File: src/rtl/tsc_pkg.sv
package tsc_pkg;
  localparam int ADDR_W = 8;

  typedef enum logic [2:0] {
    SM_INTCLK = 3'd0,
    SM_ENC_A  = 3'd1,
    SM_ENC_B  = 3'd2,
    SM_ENC_AB = 3'd3,
    SM_RELOAD = 3'd4,
    SM_GATE   = 3'd5,
    SM_START  = 3'd6,
    SM_EXTCLK = 3'd7
  } smode_e;

  localparam logic [ADDR_W-1:0] OFS_CTRL   = 8'h00;
  localparam logic [ADDR_W-1:0] OFS_SLAVE  = 8'h08;
  localparam logic [ADDR_W-1:0] OFS_COUNT  = 8'h24;
  localparam logic [ADDR_W-1:0] OFS_PRESET = 8'h2C;

  localparam int CTRL_EN_BIT  = 0;
  localparam int CTRL_DIR_BIT = 4;
  localparam int CTRL_PRE_BIT = 7;
  localparam int SLV_MODE_LSB = 0;
  localparam int SLV_TSEL_LSB = 4;

  function automatic logic is_enc(smode_e m);
    return (m == SM_ENC_A) || (m == SM_ENC_B) || (m == SM_ENC_AB);
  endfunction
endpackage

File: src/rtl/tsc_trig_sync.sv
module tsc_trig_sync #(
  parameter int N_TRIG = 4
) (
  input  logic              clk_i,
  input  logic              rst_ni,
  input  logic [N_TRIG-1:0] trig_i,
  output logic [N_TRIG-1:0] lvl_o,
  output logic [N_TRIG-1:0] rise_o
);
  for (genvar g = 0; g < N_TRIG; g++) begin : g_line
    logic [2:0] sh_q;
    always_ff @(posedge clk_i or negedge rst_ni) begin
      if (!rst_ni) sh_q <= '0;
      else         sh_q <= {sh_q[1:0], trig_i[g]};
    end
    assign lvl_o[g]  = sh_q[1];
    assign rise_o[g] = sh_q[1] & ~sh_q[2];
  end
endmodule

File: src/rtl/tsc_regs.sv
module tsc_regs
  import tsc_pkg::*;
#(
  parameter int CNT_W  = 16,
  parameter int DATA_W = 32,
  parameter int TSEL_W = 2
) (
  input  logic              clk_i,
  input  logic              rst_ni,
  input  logic              wr_en_i,
  input  logic [ADDR_W-1:0] addr_i,
  input  logic [DATA_W-1:0] wdata_i,
  input  logic              start_set_i,
  input  logic              enc_dir_i,
  output logic              en_o,
  output logic              dir_o,
  output logic              pre_en_o,
  output smode_e            mode_o,
  output logic [TSEL_W-1:0] tsel_o,
  output logic [CNT_W-1:0]  shadow_o
);
  logic wr_ctrl, wr_slave, wr_preset;
  logic unused_wdata;

  assign wr_ctrl   = wr_en_i && (addr_i == OFS_CTRL);
  assign wr_slave  = wr_en_i && (addr_i == OFS_SLAVE);
  assign wr_preset = wr_en_i && (addr_i == OFS_PRESET);
  assign unused_wdata = ^wdata_i;

  always_ff @(posedge clk_i or negedge rst_ni) begin
    if (!rst_ni) begin
      en_o     <= 1'b0;
      dir_o    <= 1'b0;
      pre_en_o <= 1'b0;
      mode_o   <= SM_INTCLK;
      tsel_o   <= '0;
      shadow_o <= '0;
    end else begin
      if (start_set_i)  en_o <= 1'b1;
      else if (wr_ctrl) en_o <= wdata_i[CTRL_EN_BIT];
      if (is_enc(mode_o)) dir_o <= enc_dir_i;
      else if (wr_ctrl)   dir_o <= wdata_i[CTRL_DIR_BIT];
      if (wr_ctrl) pre_en_o <= wdata_i[CTRL_PRE_BIT];
      if (wr_slave) begin
        mode_o <= smode_e'(wdata_i[SLV_MODE_LSB +: 3]);
        tsel_o <= wdata_i[SLV_TSEL_LSB +: TSEL_W];
      end
      if (wr_preset) shadow_o <= wdata_i[CNT_W-1:0];
    end
  end
endmodule

File: src/rtl/tsc_core.sv
module tsc_core
  import tsc_pkg::*;
#(
  parameter int CNT_W = 16
) (
  input  logic             clk_i,
  input  logic             rst_ni,
  input  logic             en_i,
  input  logic             dir_i,
  input  logic             enc_dir_i,
  input  logic             enc_step_i,
  input  smode_e           mode_i,
  input  logic             pre_en_i,
  input  logic [CNT_W-1:0] shadow_i,
  input  logic             trig_lvl_i,
  input  logic             trig_rise_i,
  output logic [CNT_W-1:0] cnt_o,
  output logic [CNT_W-1:0] preset_eff_o,
  output logic             upd_o
);
  logic [CNT_W-1:0] act_q;
  logic dir_eff, step, reload, wrap;

  assign dir_eff      = is_enc(mode_i) ? enc_dir_i : dir_i;
  assign preset_eff_o = pre_en_i ? act_q : shadow_i;

  always_comb begin
    unique case (mode_i)
      SM_INTCLK, SM_RELOAD, SM_START: step = en_i;
      SM_ENC_A, SM_ENC_B, SM_ENC_AB:  step = en_i & enc_step_i;
      SM_GATE:                        step = en_i & trig_lvl_i;
      SM_EXTCLK:                      step = en_i & trig_rise_i;
      default:                        step = 1'b0;
    endcase
  end

  assign reload = (mode_i == SM_RELOAD) && trig_rise_i;
  // up wraps at or above preset so a lowered preset cannot strand the count
  assign wrap   = step && !reload &&
                  (dir_eff ? (cnt_o == '0) : (cnt_o >= preset_eff_o));

  always_ff @(posedge clk_i or negedge rst_ni) begin
    if (!rst_ni) begin
      cnt_o <= '0;
      act_q <= '0;
      upd_o <= 1'b0;
    end else begin
      upd_o <= wrap;
      if (reload)          cnt_o <= preset_eff_o;
      else if (wrap)       cnt_o <= dir_eff ? shadow_i : '0;
      else if (step)       cnt_o <= dir_eff ? cnt_o - 1'b1 : cnt_o + 1'b1;
      if (!pre_en_i || wrap) act_q <= shadow_i;
    end
  end
endmodule

File: src/rtl/trig_slave_counter.sv
module trig_slave_counter
  import tsc_pkg::*;
#(
  parameter int N_TRIG = 4,
  parameter int CNT_W  = 16,
  parameter int DATA_W = 32
) (
  input  logic              clk_i,
  input  logic              rst_ni,
  input  logic [N_TRIG-1:0] trig_i,
  input  logic              enc_step_i,
  input  logic              enc_dir_i,
  input  logic              wr_en_i,
  input  logic [ADDR_W-1:0] addr_i,
  input  logic [DATA_W-1:0] wdata_i,
  output logic [DATA_W-1:0] rdata_o,
  output logic              upd_o
);
  localparam int TSEL_W = (N_TRIG > 1) ? $clog2(N_TRIG) : 1;

  logic [N_TRIG-1:0] lvl, rise;
  logic              en_q, dir_q, pre_en_q;
  smode_e            mode_q;
  logic [TSEL_W-1:0] tsel_q;
  logic [CNT_W-1:0]  shadow_q, cnt, preset_eff;
  logic              trig_lvl, trig_rise, start_set;

  tsc_trig_sync #(.N_TRIG(N_TRIG)) u_sync (
    .clk_i, .rst_ni, .trig_i, .lvl_o(lvl), .rise_o(rise)
  );

  always_comb begin
    trig_lvl  = 1'b0;
    trig_rise = 1'b0;
    if (int'(tsel_q) < N_TRIG) begin
      trig_lvl  = lvl[tsel_q];
      trig_rise = rise[tsel_q];
    end
  end

  assign start_set = (mode_q == SM_START) && trig_rise;

  tsc_regs #(.CNT_W(CNT_W), .DATA_W(DATA_W), .TSEL_W(TSEL_W)) u_regs (
    .clk_i, .rst_ni, .wr_en_i, .addr_i, .wdata_i,
    .start_set_i(start_set), .enc_dir_i,
    .en_o(en_q), .dir_o(dir_q), .pre_en_o(pre_en_q),
    .mode_o(mode_q), .tsel_o(tsel_q), .shadow_o(shadow_q)
  );

  tsc_core #(.CNT_W(CNT_W)) u_core (
    .clk_i, .rst_ni, .en_i(en_q), .dir_i(dir_q), .enc_dir_i, .enc_step_i,
    .mode_i(mode_q), .pre_en_i(pre_en_q), .shadow_i(shadow_q),
    .trig_lvl_i(trig_lvl), .trig_rise_i(trig_rise),
    .cnt_o(cnt), .preset_eff_o(preset_eff), .upd_o
  );

  always_comb begin
    rdata_o = '0;
    unique case (addr_i)
      OFS_CTRL: begin
        rdata_o[CTRL_EN_BIT]  = en_q;
        rdata_o[CTRL_DIR_BIT] = dir_q;
        rdata_o[CTRL_PRE_BIT] = pre_en_q;
      end
      OFS_SLAVE: begin
        rdata_o[SLV_MODE_LSB +: 3]      = mode_q;
        rdata_o[SLV_TSEL_LSB +: TSEL_W] = tsel_q;
      end
      OFS_COUNT:  rdata_o[CNT_W-1:0] = cnt;
      OFS_PRESET: rdata_o[CNT_W-1:0] = shadow_q;
      default:    rdata_o = '0;
    endcase
  end
endmodule

File: config.mk
export PLATFORM = sky130hd
export DESIGN_NAME = trig_slave_counter
export DESIGN_NICKNAME = d
export VERILOG_FILES = /design/src/rtl/tsc_pkg.sv /design/src/rtl/tsc_trig_sync.sv /design/src/rtl/tsc_regs.sv /design/src/rtl/tsc_core.sv /design/src/rtl/trig_slave_counter.sv
export SDC_FILE = /design/constraint.sdc
export NUM_CORES = 1
export LEC_CHECK = 0
export ABC_AREA = 1
export BUFFER_PORTS_ARGS = -buffer_cell sky130_fd_sc_hd__buf_2
export CELL_PAD_IN_SITES_DETAIL_PLACEMENT = 1
export CELL_PAD_IN_SITES_GLOBAL_PLACEMENT = 1
export CORE_UTILIZATION = 41
export DETAILED_ROUTE_END_ITERATION = 8
export GPL_TIMING_DRIVEN = 0
export PLACE_DENSITY = 0.81
export SETUP_SLACK_MARGIN = 0.4
export SYNTH_ARGS = -nofsm -noshare
export SYNTH_HDL_FRONTEND = slang
export SYNTH_HIERARCHICAL = 1
export SYNTH_SLANG_ARGS = --single-unit
File: constraint.sdc
create_clock -name clk_i -period 2.8 [get_ports clk_i]
set_input_delay 0.7 -clock clk_i [delete_from_list [all_inputs] [get_ports clk_i]]
set_output_delay 0.7 -clock clk_i [all_outputs]
set_load 0.1 [all_outputs]
==> flow_metrics.env <==
export IMPL_final_core_util_pct=59.0
export IMPL_grt_max_degree=70
export IMPL_path_max_fanout=10
export IMPL_cts_max_level=3
export IMPL_die_w_microns=119
export IMPL_core_area_sq_um=13300
export IMPL_start_util_pct=42.3
export IMPL_path_class="reg -> reg"
export IMPL_dp_hpwl_microns=13200
export IMPL_final_cells=1139
export IMPL_hold_viol_final=0
export IMPL_fmax_mhz=391
export IMPL_p_leak_uw=0.00390
export IMPL_via_per_inst=5.54
export IMPL_drv_cap=0
export IMPL_first_pass_iters=5
export IMPL_ys_warn_count=6
export IMPL_cts_tree="built"
export IMPL_hold_buffers=0
export IMPL_arrival_ns=2.79
export IMPL_grt_usage_pct=28.3
export IMPL_power_total_uw=6850
export IMPL_overflow=0
export IMPL_synth_area_sq_um=5640
export IMPL_nFillCells=1684
export IMPL_worst_pin_slew_ns=0.914
export IMPL_min_path_type="reg -> reg"
export IMPL_dpl_cell_count=1086
export IMPL_routed_wl_microns=23500
export IMPL_die_area_sq_um=14200
export IMPL_insertion_delay_ns=0.35
export IMPL_avgRoutedWirePerCell_microns=20.6
export IMPL_drive_gt1_share_pct=32.4
export IMPL_drt_iter0_markers=397
export IMPL_grt_pass1_vias=6033
export IMPL_port_buffers=49
export IMPL_clkSinkCount=69
export IMPL_grt_pass1_wl_microns=31300
export IMPL_startpoint_type="flop"
export IMPL_slew_violations=0
export IMPL_num_vias=6313
export IMPL_clockRootBuffer="clkbuf_16"
export IMPL_finalCritPeriodShare_pct=91.3
export IMPL_finClkSkew_ns=0.0121
export IMPL_post_route_min_period_ns=2.56
export IMPL_peakVddDrop_uv=360
export IMPL_worstPathRequired_ns=3.04
export IMPL_rows=42
export IMPL_die_h_microns=119
export IMPL_post_place_ws_ns=-0.0882
export IMPL_clockBufferDepth=2
export IMPL_rsz0062_at_grt="true"
export IMPL_antenna_found_initial=0
export IMPL_area_growth_pct=39.6
export IMPL_drc_errors=0
export IMPL_crit_path_end_kind="flop"
export IMPL_setup_viol=0
export IMPL_power_density_nw_per_um2=870
export IMPL_relSlewSlack_pct=39.1
export IMPL_ant_nets=0
export IMPL_outcome="finished clean"
export IMPL_fin_nets=1041
export IMPL_clkTransAtPathRegs_ns=0.06
export IMPL_hold_ws_ns=0.350
export IMPL_routabilityCongestion=0.860
export IMPL_io_pins=82
export IMPL_diodes=0
export IMPL_setup_slack_ns=0.244
export IMPL_cts_inserted_buffers=9
export IMPL_syn_area_per_cell_sq_um=6.67
export IMPL_synth_cells=846
==> cell type report <==
class,instances,area (sq um),area share [%]
buffer,41,368,4.67
clock buffer,10,239,3.03
clock inverter,5,37.5,0.476
inverter,141,559,7.10
multi-input combinational,610,3810,48.4
sequential,69,1730,22.0
tap,176,220,2.80
timing repair buffer,85,883,11.2
timing repair inverter,2,25.0,0.318
==> routing by layer <==
metal,GRT usage [%],vias up,share of wire (%)
met5,0,-,0
met4,11.0,0,4.0
met3,3.07,87,6.3
met2,49.1,300,49
met1,35.9,3079,40
li1,-,2847,-
==> state kept, by name, indices dropped and copies added (netlist names) <==
signal	flops
u_core/cnt_o	16
u_sync/g_line.sh_q	12
u_regs/shadow_o	16
u_core/act_q	16
u_regs/tsel_o	2
u_regs/en_o	1
u_regs/pre_en_o	1
u_regs/dir_o	1
u_regs/mode_o	3
u_core/upd_o	1
==> placed cells by master (no fill, tap or decap), types with 3 or more instances in the layout <==
| cell type | n |
|---|---|
| nand2_1 | 243 |
| inv_1 | 118 |
| nand3_1 | 85 |
| dfrtp_1 | 63 |
| buf_4 | 53 |
| nor2_1 | 50 |
| nand2_2 | 31 |
| buf_2 | 25 |
| o21ai_2 | 23 |
| buf_12 | 20 |
| buf_6 | 18 |
| nand3_2 | 18 |
| inv_2 | 17 |
| o21ai_0 | 16 |
| conb_1 | 16 |
| ha_1 | 16 |
| ha_4 | 16 |
| nand2_4 | 13 |
| o22ai_1 | 10 |
| clkbuf_16 | 10 |
| nand3_4 | 9 |
| a21oi_1 | 9 |
| nor2_4 | 7 |
| nor2_2 | 7 |
| xnor2_1 | 6 |
| dfrtp_2 | 6 |
| buf_8 | 5 |
| o21ai_1 | 5 |
| nand4_1 | 5 |
| a21oi_2 | 5 |
| o21ai_4 | 4 |
| clkinv_8 | 3 |
| nor3_2 | 3 |
==> where the power goes <==
group	internal [uW]	switching, uW	total [uW]	leakage [uW]
registers	1160	334	1490	0.000892
clock network	620	464	1080	0.000131
logic	1660	2610	4280	0.00288
==> through the flow <==
stage | area (sq um) | TNS (ns)
final | 7880 | 0
after global routing | 7880 | 0
after detailed placement | 6220 | -0.191
after floorplan | 5750 | 0
after global placement | 6210 | -0.0409
after CTS | 7060 | 0
==> worst paths after layout <==
| check | slack [ns] | from | cells past startpoint | endpoint |
|---|---|---|---|---|
| setup / recovery | 0.24 | u_regs/pre_en_o | 15 | u_core/cnt_o[11] |
| hold / removal | 0.35 | u_sync/g_line[3].sh_q[0] | 0 | u_sync/g_line[3].sh_q[1] |
| setup reg to reg | 0.24 | u_regs/pre_en_o | 15 | u_core/cnt_o[11] |
| hold reg to reg | 0.35 | u_sync/g_line[3].sh_q[0] | 0 | u_sync/g_line[3].sh_q[1] |
| max in group asynchronous | 1.68 | rst_ni | 1 | u_regs/mode_o[2] |
| min in group asynchronous | 0.49 | rst_ni | 1 | u_regs/tsel_o[1] |
==> timing repair <==
item	4_1_cts	5_1_grt
resized for setup	140	126
pin swaps	22	42
buffers inserted	10	22
cloned	3	3
setup endpoints to repair	49	49
==> worst max-delay path, cell delays in order (launching register included) <==
cell and delay, ns:
dfrtp_2 0.46, buf_6 0.18, o21ai_4 0.21, ha_4 0.24, a21oi_1 0.22, nand2_1 0.13, nor2_1 0.15, nand2_1 0.09
nand2_2 0.09, nand2_4 0.09, buf_4 0.14, buf_4 0.13, nand3_1 0.10, nand2_1 0.10, nand2_1 0.08, nand2_1 0.05
Note: power is estimated with default switching activity, not from simulation.
